[src/rtl/epf_pkg.sv]
// Shared constants for the endpoint FIFO port: CPU address codes and
// the control-register bit positions that select which pointer to reset.
package epf_pkg;
    localparam logic [1:0] ADDR_EP0  = 2'd0;
    localparam logic [1:0] ADDR_SHR  = 2'd1;
    localparam logic [1:0] ADDR_CTL  = 2'd2;
    localparam int         CLR_EP0   = 0;
    localparam int         CLR_SHR   = 1;
    localparam int         NUM_LANES = 2;
endpackage

[src/rtl/epf_ptr.sv]
// Circular access pointer for one lane.
// Assumes DEPTH is a power of two, so the natural overflow wraps it.
// A clear has priority over a step in the same cycle.
module epf_ptr #(
    parameter int DEPTH = 8,
    localparam int PW   = $clog2(DEPTH)
) (
    input  logic          clk,
    input  logic          rst_n,
    input  logic          clr,
    input  logic          step,
    output logic [PW-1:0] ptr
);
    // Pointer register: reset or clear to 0, otherwise step by one.
    always_ff @(posedge clk) begin
        if (!rst_n)     ptr <= '0;
        else if (clr)   ptr <= '0;
        else if (step)  ptr <= ptr + 1'b1;
    end
endmodule

[src/rtl/epf_store.sv]
// Byte storage for one lane: one write port and two combinational read
// ports (CPU side and USB side). Every byte resets to zero.
module epf_store #(
    parameter int DW    = 8,
    parameter int DEPTH = 8,
    localparam int PW   = $clog2(DEPTH)
) (
    input  logic          clk,
    input  logic          rst_n,
    input  logic          we,
    input  logic [PW-1:0] waddr,
    input  logic [DW-1:0] wdata,
    input  logic [PW-1:0] raddr_a,
    output logic [DW-1:0] rdata_a,
    input  logic [PW-1:0] raddr_b,
    output logic [DW-1:0] rdata_b
);
    logic [DW-1:0] mem [DEPTH];

    // Storage array: cleared by reset, one byte written per enabled cycle.
    always_ff @(posedge clk) begin
        if (!rst_n) begin
            for (int i = 0; i < DEPTH; i++) mem[i] <= '0;
        end else if (we) begin
            mem[waddr] <= wdata;
        end
    end

    // Read ports: plain combinational lookups.
    always_comb begin
        rdata_a = mem[raddr_a];
        rdata_b = mem[raddr_b];
    end
endmodule

[src/rtl/epf_lane.sv]
// One FIFO lane: pointer plus storage. The CPU port writes at and reads
// from the pointer. The USB port reads at an external index that never
// disturbs the pointer.
module epf_lane #(
    parameter int DW    = 8,
    parameter int DEPTH = 8,
    localparam int PW   = $clog2(DEPTH)
) (
    input  logic          clk,
    input  logic          rst_n,
    input  logic          clr,
    input  logic          access,
    input  logic          we,
    input  logic [DW-1:0] wdata,
    input  logic [PW-1:0] usb_idx,
    output logic [DW-1:0] cpu_byte,
    output logic [DW-1:0] usb_byte,
    output logic [PW-1:0] ptr
);
    epf_ptr #(.DEPTH(DEPTH)) u_ptr (
        .clk  (clk),
        .rst_n(rst_n),
        .clr  (clr),
        .step (access),
        .ptr  (ptr)
    );

    epf_store #(.DW(DW), .DEPTH(DEPTH)) u_store (
        .clk    (clk),
        .rst_n  (rst_n),
        .we     (we),
        .waddr  (ptr),
        .wdata  (wdata),
        .raddr_a(ptr),
        .rdata_a(cpu_byte),
        .raddr_b(usb_idx),
        .rdata_b(usb_byte)
    );
endmodule

[src/rtl/epfifo_port.sv]
// Endpoint FIFO port top.
// Decodes the CPU address into two lanes and a write-only control
// register. It gates lane-0 writes with rx_disable and routes lane 1
// only while ep_sel names an endpoint.
// Assumes at most one CPU access per cycle. rd and wr together count as
// one access that both reads the old byte and writes the new one.
module epfifo_port #(
    parameter int DW    = 8,
    parameter int DEPTH = 8,
    parameter int SELW  = 2,
    localparam int PW   = $clog2(DEPTH)
) (
    input  logic            clk,
    input  logic            rst_n,
    input  logic [1:0]      cpu_addr,
    input  logic            cpu_rd,
    input  logic            cpu_wr,
    input  logic [DW-1:0]   cpu_wdata,
    output logic [DW-1:0]   cpu_rdata,
    input  logic            rx_disable,
    input  logic [SELW-1:0] ep_sel,
    input  logic [PW-1:0]   usb_idx,
    output logic [DW-1:0]   usb_ep0_byte,
    output logic [DW-1:0]   usb_shr_byte
);
    import epf_pkg::*;

    logic                          any_access;
    logic                          ctl_wr;
    logic [NUM_LANES-1:0]          lane_hit;
    logic [NUM_LANES-1:0]          lane_we;
    logic [NUM_LANES-1:0]          lane_clr;
    logic [NUM_LANES-1:0][DW-1:0]  lane_cpu_byte;
    logic [NUM_LANES-1:0][DW-1:0]  lane_usb_byte;
    logic [NUM_LANES-1:0][PW-1:0]  lane_ptr;

    // Address decode: lane hits, write gating and pointer-clear strobes.
    always_comb begin
        any_access     = cpu_rd | cpu_wr;
        ctl_wr         = cpu_wr && (cpu_addr == ADDR_CTL);
        lane_hit[0]    = any_access && (cpu_addr == ADDR_EP0);
        lane_hit[1]    = any_access && (cpu_addr == ADDR_SHR) && (ep_sel != '0);
        lane_we[0]     = lane_hit[0] && cpu_wr && !rx_disable;
        lane_we[1]     = lane_hit[1] && cpu_wr;
        lane_clr[0]    = ctl_wr && cpu_wdata[CLR_EP0];
        lane_clr[1]    = ctl_wr && cpu_wdata[CLR_SHR];
    end

    for (genvar g = 0; g < NUM_LANES; g++) begin : g_lane
        epf_lane #(.DW(DW), .DEPTH(DEPTH)) u_lane (
            .clk     (clk),
            .rst_n   (rst_n),
            .clr     (lane_clr[g]),
            .access  (lane_hit[g]),
            .we      (lane_we[g]),
            .wdata   (cpu_wdata),
            .usb_idx (usb_idx),
            .cpu_byte(lane_cpu_byte[g]),
            .usb_byte(lane_usb_byte[g]),
            .ptr     (lane_ptr[g])
        );
    end

    // CPU read mux: a lane byte on a live hit, zero otherwise.
    always_comb begin
        cpu_rdata = '0;
        if (cpu_rd) begin
            if (lane_hit[0])      cpu_rdata = lane_cpu_byte[0];
            else if (lane_hit[1]) cpu_rdata = lane_cpu_byte[1];
        end
    end

    // USB read ports: straight from each lane.
    always_comb begin
        usb_ep0_byte = lane_usb_byte[0];
        usb_shr_byte = lane_usb_byte[1];
    end
endmodule

[config.mk]
export PLATFORM = sky130hd
export DESIGN_NAME = epfifo_port
export DESIGN_NICKNAME = d
export VERILOG_FILES = /design/src/rtl/epf_pkg.sv /design/src/rtl/epf_ptr.sv /design/src/rtl/epf_store.sv /design/src/rtl/epf_lane.sv /design/src/rtl/epfifo_port.sv
export SDC_FILE = /design/constraint.sdc
export NUM_CORES = 1
export LEC_CHECK = 0
export BUFFER_PORTS_ARGS = -buffer_cell sky130_fd_sc_hd__buf_2
export CAP_MARGIN = 20
export CORE_MARGIN = 2
export CORE_UTILIZATION = 55
export CTS_CLUSTER_DIAMETER = 60
export DETAILED_ROUTE_END_ITERATION = 7
export GPL_TIMING_DRIVEN = 0
export HOLD_SLACK_MARGIN = 0.03
export PLACE_DENSITY = 0.8
export SLEW_MARGIN = 20
export SYNTH_ARGS = -nofsm -noshare
export SYNTH_HDL_FRONTEND = slang
export SYNTH_SLANG_ARGS = --single-unit
[constraint.sdc]
create_clock -name clk -period 1.95 [get_ports clk]
set_input_delay 0.39 -clock clk [delete_from_list [all_inputs] [get_ports clk]]
set_output_delay 0.39 -clock clk [all_outputs]
set_load 0.02 [all_outputs]
==> metrics.md, run 1 <==
| Metric | Value |
|---|---|
| Slew HR | 54.5% |
| CTS tree | yes |
| Post-synth top area share | 51.8% |
| Setup violators final | 24 |
| Critical path's most frequent cell | buf_6 |
| Outcome | finished with violations |
| Top-count cell post-synth | edfxtp_1 |
| Hold WC Path Type | in -> reg |
| Initial DRC Count | 661 |
| Global-route wire length before repair | 29700 microns |
| CP max-delay cell | mux4_2 |
| Row cnt | 42 |
| Die Y | 120 microns |
| Multi-input gate area | 0.00337 sq mm |
| Synth cell count leaders | edfxtp_1, and2_1, mux4_2 |
| Die width | 120 microns |
| Crit end category | output pin |
| Startpoint type of the worst setup path | register |
| Vias in the first global route | 5290 |
| Final Non-Filler Cells | 782 |
| CP Class | reg -> out |
| Fillers | 812 |
| Post-DRT Antenna Nets | 0 |
| R2r startpoint | g_lane[0].u_lane.u_ptr.ptr[0] |
| Max cap viols | 0 |
| Arrival time worst endpoint | 2.10 ns |
| Largest area contributor in the netlist | edfxtp_1 |
| Area growth, synth to finish | 23.0% |
| Crit path time final | 2.49 ns |
| Cell count after placement | 727 |
| Post-synthesis cell count | 507 |
| Clock Sinks | 140 |
| DRT Pass-1 Iters | 7 |
| PwrDens | 809 mW/mm^2 |
| Vias/cell | 6.48 |
| VDD IR max | 0.000556 V |
| Register bit total from synthesis | 140 |
| Yosys warnings | 0 |
| Hold-fix buffers, CTS | 0 |
| Fin. max-slew vios | 0 |
| Post-synth top flop | edfxtp_1 |
| Initial antenna violation count | 0 |
| I/O pin count | 44 |
| Layout cells sized above 1 | 40.8% |
| Synth async-reset ratio | 0% |
| Source of the worst hold timing path | cpu_wdata[1] |
| Critical path cell sequence | buf_8, buf_4, buf_6, mux4_2, a22oi_2, o21ai_2, buf_6 |
| Ant diodes | 0 |
| Slew @ Worst Pin | 0.680 ns |
| Tot GR Track Use | 28.7% |
| Leakage power | 3.24 nW |
| Pre-CTS setup slack | -0.657 ns |
| DRC | 0 |
| Clock Pin Slew Worst Setup and Hold Paths | 0.06 ns |
| Wire per inst | 25.3 microns |
| RSZ-0062 raised after global routing | true |
| Final hold vios | 0 |
| Total chip power | 7.39 mW |
| CP max FO | 6 |
| Gr ovfl total | 0 |
| Net count, final | 615 |
| Sequential-to-total area share from yosys stat | 55.0% |
| Hold slack final | 0.280 ns |
| Clock root cell | clkbuf_16 |
| PortBufs | 41 |
| Final Skew | 0.00888 ns |
| Final worst-path setup slack | -0.543 ns |
| H-tree depth | 4 |
| Worst-case clock buffer depth | 2 |
| Failing checks | negative setup slack |
| Period utilisation layout | 128% |
| GP Congestion | 0.877 |
| Initial Util | 56.3% |
| Worst path max stage delay | 0.52 ns |
| Final WL | 19800 microns |
| Mapped Nets | 529 |
| Required @ worst endpoint | 1.56 ns |
| Detailed placement HPWL | 13200 microns |
| Top cells by area, synth | edfxtp_1, mux4_2, and2_1 |
| EDFF count, synth | 128 |
| Avg Cell Area, Syn | 14.6 sq um |
| Core Box Area | 0.0132 sq mm |
| Synth unique cells | 44 |
| F_max | 0.401 GHz |
| Mapped cell area | 0.00742 sq mm |
| Cts bufs inserted | 17 |
| Die area | 0.0144 sq mm |
| Seq. cell area | 0.00409 sq mm |
| Clock latency on the worst-skew pair | 0.44 ns |
| Largest net degree at the start of global routing | 17 |
| Via count | 5068 |
| Fin Setup TNS | -6.91 ns |
## metrics by stage
step	util, %	instance area [sq um]
3_3_place_gp	59.5	7850
4_1_cts	68.2	9000
2_1_floorplan	-	7420
6_report	69.2	9130
3_5_place_dp	59.7	7870
5_1_grt	69.2	9130
## sequential cells by signal, summed over array words and instances (netlist names), named ones only
signal	cells
g_lane.u_lane.u_ptr.ptr	6
g_lane.u_lane.u_store.mem	128
## metal layers
metal	wire length [microns]	share of wire [%]	up-vias	GRT usage [%]
li1	-	-	2144	-
met1	7290	37	2516	35.7
met2	9980	50	349	46.8
met3	1820	9.2	59	6.93
met4	714	3.6	0	14.9
met5	0	0	-	0
## worst max-delay path: cells and delay by family (launching register included)
kind	cells	cell delay, ns
muxes	1	0.52
buffers and inverters	4	0.48
DFF	1	0.33
AOI/OAI and AO/OA	2	0.33
## power breakdown
part	internal, mW	switching, mW	leakage [nW]
clock network	1.77	1.35	0.255
logic	0.401	0.431	1.57
registers	3.37	0.0651	1.42
total	5.54	1.85	3.24
## final timing paths
kind                                                            to  slack [ns]  cells after the start
worst min register to register       g_lane[0].u_lane.u_ptr.ptr[2]        0.60                      2
worst max register to register  g_lane[0].u_lane.u_store.mem[2][3]        0.08                      5
worst min-delay path            g_lane[1].u_lane.u_store.mem[1][1]        0.28                      2
worst max-delay path                                  cpu_rdata[0]       -0.54                      7
## what timing repair did
item                                    4_1_cts  5_1_grt
resized for setup                           124       19
endpoints found under the setup margin      116      126
setup buffers                                17       10
pin swaps                                     9       10
endpoints found under the hold margin         0        0
gates cloned                                  1        0
## layout by cell type, fill, tap and decap left out, types with 7 or more instances in the layout
cell and instances:
a221o_1 8, a22oi_2 7, and2_1 101, buf_12 8
buf_2 30, buf_4 31, buf_6 23, clkbuf_1 10
clkbuf_16 17, clkinvlp_4 7, dfxtp_1 8, edfxtp_1 128
mux2_4 14, mux2i_1 16, mux4_2 55, nor2_1 16
nor2b_1 9, nor3_1 20, nor4_1 8
## cells by family (layout without fill, tap and decap cells)
group                    after synthesis  after routing  share of synthesized area, %
adder cells (fa/ha/maj)                2              2                         0.337
flip-flops                           140            140                          55.0
multiplexers                          89             89                          21.8
XOR/XNOR                               4              4                         0.472
AND/OR/NAND/NOR                      195            195                          16.3
AO/OA/AOI/OAI                         35             35                          3.19
buffers and inverters                 42            141                          2.93
## layout make-up
| cell class | count | share of cell area, % |
|---|---|---|
| flip-flops and latches | 140 | 44.8 |
| inverters | 2 | 0.0822 |
| multi-input cells | 325 | 36.9 |
| clock inverters | 15 | 1.53 |
| well taps | 176 | 2.41 |
| plain buffers | 36 | 3.14 |
| repair buffers | 71 | 6.47 |
| clock buffers | 17 | 4.66 |
(Power assumes the default switching activity.)
==> run 2, diff against run 1 <==
--- a/config.mk
+++ b/config.mk
@@ -13,7 +13,7 @@
 export DETAILED_ROUTE_END_ITERATION = 7
 export GPL_TIMING_DRIVEN = 0
 export HOLD_SLACK_MARGIN = 0.03
-export PLACE_DENSITY = 0.8
+export PLACE_DENSITY_LB_ADDON = 0.12
 export SLEW_MARGIN = 20
 export SYNTH_ARGS = -nofsm -noshare
 export SYNTH_HDL_FRONTEND = slang
==> metrics.md, run 2 (synthesized netlist as in run 1, its figures left out) <==
| Metric | Value |
|---|---|
| CP max FO | 10 |
| WL met3 | 1250 microns |
| Fin. max-slew vios | 0 |
| Worst-case clock buffer depth | 2 |
| PortBufs | 41 |
| Die area | 0.0144 sq mm |
| Required @ worst endpoint | 1.56 ns |
| Largest net degree at the start of global routing | 17 |
| Worst path max stage delay | 0.51 ns |
| VDD IR max | 0.000578 V |
| Vias/cell | 6.24 |
| Core Box Area | 0.0132 sq mm |
| Initial DRC Count | 547 |
| Outcome | finished with violations |
| CTS tree | yes |
| Hold-fix buffers, CTS | 0 |
| Crit end category | output pin |
| Layout cells sized above 1 | 39.6% |
| Hold WC Path Type | in -> reg |
| Detailed placement HPWL | 13500 microns |
| Hold slack final | 0.270 ns |
| PwrDens | 844 mW/mm^2 |
| Final Skew | 0.00649 ns |
| Cts bufs inserted | 17 |
| RSZ-0062 raised after global routing | true |
| Gr ovfl total | 0 |
| DRT Pass-1 Iters | 5 |
| Wire per inst | 25.0 microns |
| DR WL met2 | 9780 microns |
| Arrival time worst endpoint | 2.07 ns |
| Clock Pin Slew Worst Setup and Hold Paths | 0.05 ns |
| Tot GR Track Use | 28.9% |
| Global-route wire length before repair | 29400 microns |
| Die width | 120 microns |
| Vias in the first global route | 5003 |
| Pre-CTS setup slack | -0.858 ns |
| Startpoint type of the worst setup path | register |
| Post-DRT Antenna Nets | 0 |
| Cell Area, Placed | 0.00787 sq mm |
| DRC | 0 |
| CP Class | reg -> out |
| Max cap viols | 0 |
| Clock latency on the worst-skew pair | 0.43 ns |
| Leakage power | 3.26 nW |
| Critical path cell sequence | clkbuf_2, nor2_2, a221o_1, o21ai_2, buf_2 |
| Max reg flops | 128 |
| Slew HR | 56.6% |
| F_max | 0.407 GHz |
| H-tree depth | 4 |
| Final hold vios | 0 |
| Failing checks | negative setup slack |
| Clock root cell | clkbuf_16 |
| Initial Util | 56.3% |
| GP Congestion | 0.852 |
| Die Y | 120 microns |
| CP max-delay cell | nor2_2 |
| M1 wire length | 7730 microns |
| Initial antenna violation count | 0 |
| Largest Register | g_lane.u_lane.u_store.mem |
| Fillers | 887 |
| Most common cell after layout, fill and taps aside | edfxtp_1 |
| Max layer used | met4 |
| Via count | 4817 |
| Period utilisation layout | 126% |
| Clock Sinks | 140 |
| Most frequent cells in the layout | edfxtp_1, and2_1, mux4_2, buf_2 |
| Slack of the worst reg-to-reg path | 0.03 ns |
| Area growth, synth to finish | 23.2% |
| Largest registers | g_lane.u_lane.u_store.mem (128), g_lane.u_lane.u_ptr.ptr (6) |
| Ant diodes | 0 |
| Finished Cell Area | 0.00914 sq mm |
| Crit path time final | 2.46 ns |
| Setup violators final | 24 |
| Net count, final | 605 |
| Slew @ Worst Pin | 0.650 ns |
| Final worst-path setup slack | -0.508 ns |
| Row cnt | 42 |
| Final WL | 19300 microns |
| I/O pin count | 44 |
| Total chip power | 7.72 mW |
## run 2: where the power goes
| part | total [mW] | leakage, nW | internal [mW] | switching, mW |
|---|---|---|---|---|
| registers | 3.43 | 1.42 | 3.37 | 0.0575 |
| clock network | 3.46 | 0.311 | 2.27 | 1.19 |
| logic | 0.828 | 1.53 | 0.392 | 0.436 |
## run 2: stage by stage
step,util [%],setup TNS (ns),cells
floorplan,-,-3.71,507
global placement,59.5,-92.83,724
detailed placement,59.7,-74.03,727
CTS,68.3,-6.47,763
global route,69.3,-9.80,772
finish,69.3,-6.53,772
## run 2: final timing paths
path,start,endpoint,cells after the start
worst min register to register,g_lane[0].u_lane.u_ptr.ptr[2],g_lane[0].u_lane.u_ptr.ptr[2],2
worst max register to register,g_lane[1].u_lane.u_ptr.ptr[1],g_lane[1].u_lane.u_store.mem[3][5],4
worst min-delay path,cpu_wdata[0],g_lane[1].u_lane.u_store.mem[1][0],2
worst max-delay path,register,cpu_rdata[4],5
## run 2: timing repair
action                                  CTS  global route
buffers inserted                          7             9
gates resized for setup                 127            12
endpoints found under the setup margin  136           104
pin swaps                                10            10
cloned                                    1             0
## run 2: cell type report
type | count | area, sq um | area share (%)
buffer | 36 | 280 | 3.07
clock buffer | 25 | 495 | 5.42
clock inverter | 7 | 135 | 1.48
inverter | 2 | 7.51 | 0.0821
multi-input combinational | 325 | 3390 | 37.1
sequential | 140 | 4090 | 44.8
tap | 176 | 220 | 2.41
timing repair buffer | 61 | 517 | 5.65
## run 2: metal layers
metal / vias to the layer above / GRT usage, %
met5: - / 0
met2: 231 / 47.4
li1: 2127 / -
met4: 0 / 12.0
met1: 2428 / 38.9
met3: 31 / 4.39
## run 2: critical path: cells and delay by family, from the launching register on
kind,cells,cell delay (ns)
AO/OA/AOI/OAI,2,0.36
flip-flops,1,0.36
AND/OR/NAND/NOR,1,0.51
buffers and inverters,2,0.41
==> run 3, diff against run 2 <==
--- a/config.mk
+++ b/config.mk
@@ -5,6 +5,7 @@
 export SDC_FILE = /design/constraint.sdc
 export NUM_CORES = 1
 export LEC_CHECK = 0
+export ABC_AREA = 1
 export BUFFER_PORTS_ARGS = -buffer_cell sky130_fd_sc_hd__buf_2
 export CAP_MARGIN = 20
 export CORE_MARGIN = 2
==> metrics.md, run 3 <==
| Metric | Value |
|---|---|
| PortBufs | 40 |
| Hold WC Path Type | in -> reg |
| Sw power | 2.11 mW |
| Global-route wire length before repair | 38400 microns |
| Yosys warnings | 0 |
| Initial Util | 56.9% |
| Failing checks | negative setup slack |
| Cts bufs inserted | 17 |
| RR Endpoint | g_lane[1].u_lane.u_store.mem[3][4] |
| Internal power | 5.87 mW |
| Post-synth top area share | 50.6% |
| Largest Register | g_lane.u_lane.u_store.mem |
| Setup violators final | 8 |
| Vias/cell | 6.11 |
| Fin. max-slew vios | 0 |
| RSZ-0062 raised after global routing | true |
| Initial antenna violation count | 0 |
| Final WL | 26000 microns |
| Layout cells sized above 1 | 21.8% |
| Max reg flops | 128 |
| Post-synthesis cell count | 946 |
| Ant diodes | 0 |
| Required @ worst endpoint | 1.56 ns |
| Initial DRC Count | 1287 |
| Die area | 0.0148 sq mm |
| DRT Pass-1 Iters | 6 |
| Clock latency on the worst-skew pair | 0.42 ns |
| Slew HR | 38.8% |
| Clock Power Share | 43.3% |
| Row cnt | 42 |
| Detailed placement HPWL | 17600 microns |
| Top-count cell post-synth | nand2_1 |
| CP Class | reg -> out |
| Largest net degree at the start of global routing | 17 |
| CTS tree | yes |
| Hold path depth | 5 |
| Area growth, synth to finish | 23.3% |
| Final hold vios | 0 |
| Clock Pin Slew Worst Setup and Hold Paths | 0.06 ns |
| Mapped cell area | 0.00759 sq mm |
| Register share of total power | 43.3% |
| Avg Cell Area, Syn | 8.02 sq um |
| Max cap viols | 0 |
| Die Y | 121 microns |
| GP Congestion | 1.00 |
| CP max FO | 7 |
| R2r startpoint | g_lane[1].u_lane.u_ptr.ptr[0] |
| Final Skew | 0.00766 ns |
| Wire per inst | 21.7 microns |
| Via count | 7314 |
| Total chip power | 7.98 mW |
| Most common cell after layout, fill and taps aside | nor2_1 |
| Gr ovfl total | 0 |
| Vias in the first global route | 6723 |
| Clock root cell | clkbuf_16 |
| Die width | 121 microns |
| Synth unique cells | 24 |
| H-tree depth | 4 |
| Source of the worst hold timing path | cpu_addr[0] |
| Post-synth top flop | edfxtp_1 |
| Top cells by area, synth | edfxtp_1, nand2_1, nor2_1 |
| Crit path time final | 2.23 ns |
| Register bit total from synthesis | 140 |
| Largest registers | g_lane.u_lane.u_store.mem (128), g_lane.u_lane.u_ptr.ptr (6) |
| Final Non-Filler Cells | 1197 |
| Synth cell count leaders | nand2_1, nor2_1, edfxtp_1 |
| Slack of the worst reg-to-reg path | 0.18 ns |
| Comb power frac | 13.4% |
| Leakage power | 3.91 nW |
| DRC | 0 |
| Period utilisation layout | 114% |
| Startpoint type of the worst setup path | register |
| Outcome | finished with violations |
| EDFF count, synth | 128 |
| PwrDens | 852 mW/mm^2 |
| Final worst-path setup slack | -0.281 ns |
| Largest area contributor in the netlist | edfxtp_1 |
| Hold slack final | 0.414 ns |
| Arrival time worst endpoint | 1.84 ns |
| Clock Sinks | 140 |
| Switching Share | 26.5% |
| Reg2Reg Depth | 4 |
| Synth async-reset ratio | 0% |
| Cell count after placement | 1162 |
| I/O pin count | 44 |
| Cell Area, Placed | 0.00801 sq mm |
| Core Box Area | 0.0133 sq mm |
| Crit end category | output pin |
| VDD IR max | 0.000622 V |
| Most frequent cells in the layout | nor2_1, nand2_1, edfxtp_1, nand3_1, inv_1 |
| F_max | 0.448 GHz |
| Worst-case clock buffer depth | 2 |
| Slew @ Worst Pin | 0.917 ns |
| Util after Layout | 70.1% |
| Hold-fix buffers, CTS | 0 |
| Post-DRT Antenna Nets | 0 |
| Mapped Nets | 968 |
| Tot GR Track Use | 36.0% |
| Finished Cell Area | 0.00936 sq mm |
| Sequential-to-total area share from yosys stat | 53.8% |
| Fillers | 1058 |
| Net count, final | 1030 |
[run 3: timing repair]
action,CTS,global route
endpoints found under the setup margin,40,48
pin swaps,9,25
setup buffers,3,1
gates resized for setup,134,105
cloned,2,3
[run 3: cell families (layout without fill, tap and decap cells)]
kind of cell               Yosys count  count (layout)  share of synthesized area (%)
buffers and inverters              146             221                           7.34
adders and majority gates            2               2                          0.330
DFF                                140             140                           53.8
AOI/OAI and AO/OA                  140             140                           9.79
and+or+nand+nor                    518             518                           28.7
[run 3: worst max-delay path: stages, from the launching register on]
cell	delay [ns]
dfxtp_4	0.45
clkinv_8	0.12
clkbuf_16	0.17
nand2_1	0.07
nand3_2	0.08
nand3_2	0.10
nand3_2	0.10
nand2_1	0.12
a21oi_4	0.05
buf_6	0.16
[run 3: worst max path at each step]
stage / end / slack (ns) / start
after detailed placement: g_lane[0].u_lane.u_store.mem[6][5] / -0.47 / rst_n
after global placement: g_lane[0].u_lane.u_store.mem[6][5] / -0.46 / rst_n
after CTS: cpu_rdata[2] / -0.22 / register
after floorplan: cpu_rdata[0] / 0.07 / cpu_rd
final: cpu_rdata[2] / -0.28 / register
after global routing: cpu_rdata[2] / -0.29 / register
[run 3: power groups by stage]
| stage | clock, mW | sequential (mW) | combinational [mW] |
|---|---|---|---|
| floorplan | 0 | 3.47 | 0.569 |
| finish | 3.45 | 3.45 | 1.07 |
| global route | 3.55 | 3.46 | 1.14 |
| global placement | 0 | 3.49 | 0.863 |
| detailed placement | 0 | 3.50 | 0.868 |
| CTS | 3.44 | 3.44 | 0.959 |
[run 3: layer usage]
metal / GRT usage [%] / wire [microns] / up-vias
met5: 0 / 0 / -
met4: 15.5 / 997 / 0
met3: 10.9 / 3510 / 81
met2: 50.6 / 11200 / 560
met1: 51.6 / 10200 / 3408
li1: - / - / 3265
[run 3: area by class of cell]
class	instances	area (sq um)	share of cell area, %
flip-flops and latches	140	4100	43.8
multi-input cells	660	3220	34.4
plain buffers	52	468	5.00
clock buffers	17	425	4.54
inverters	89	364	3.89
repair buffers	48	362	3.86
well taps	176	220	2.35
clock inverters	15	196	2.10
[run 3: metrics by stage]
step	TNS [ns]	setup slack, ns
floorplan	0	0.0738
global placement	-48.72	-0.457
detailed placement	-51.52	-0.471
CTS	-1.60	-0.217
global route	-2.17	-0.287
finish	-1.85	-0.281
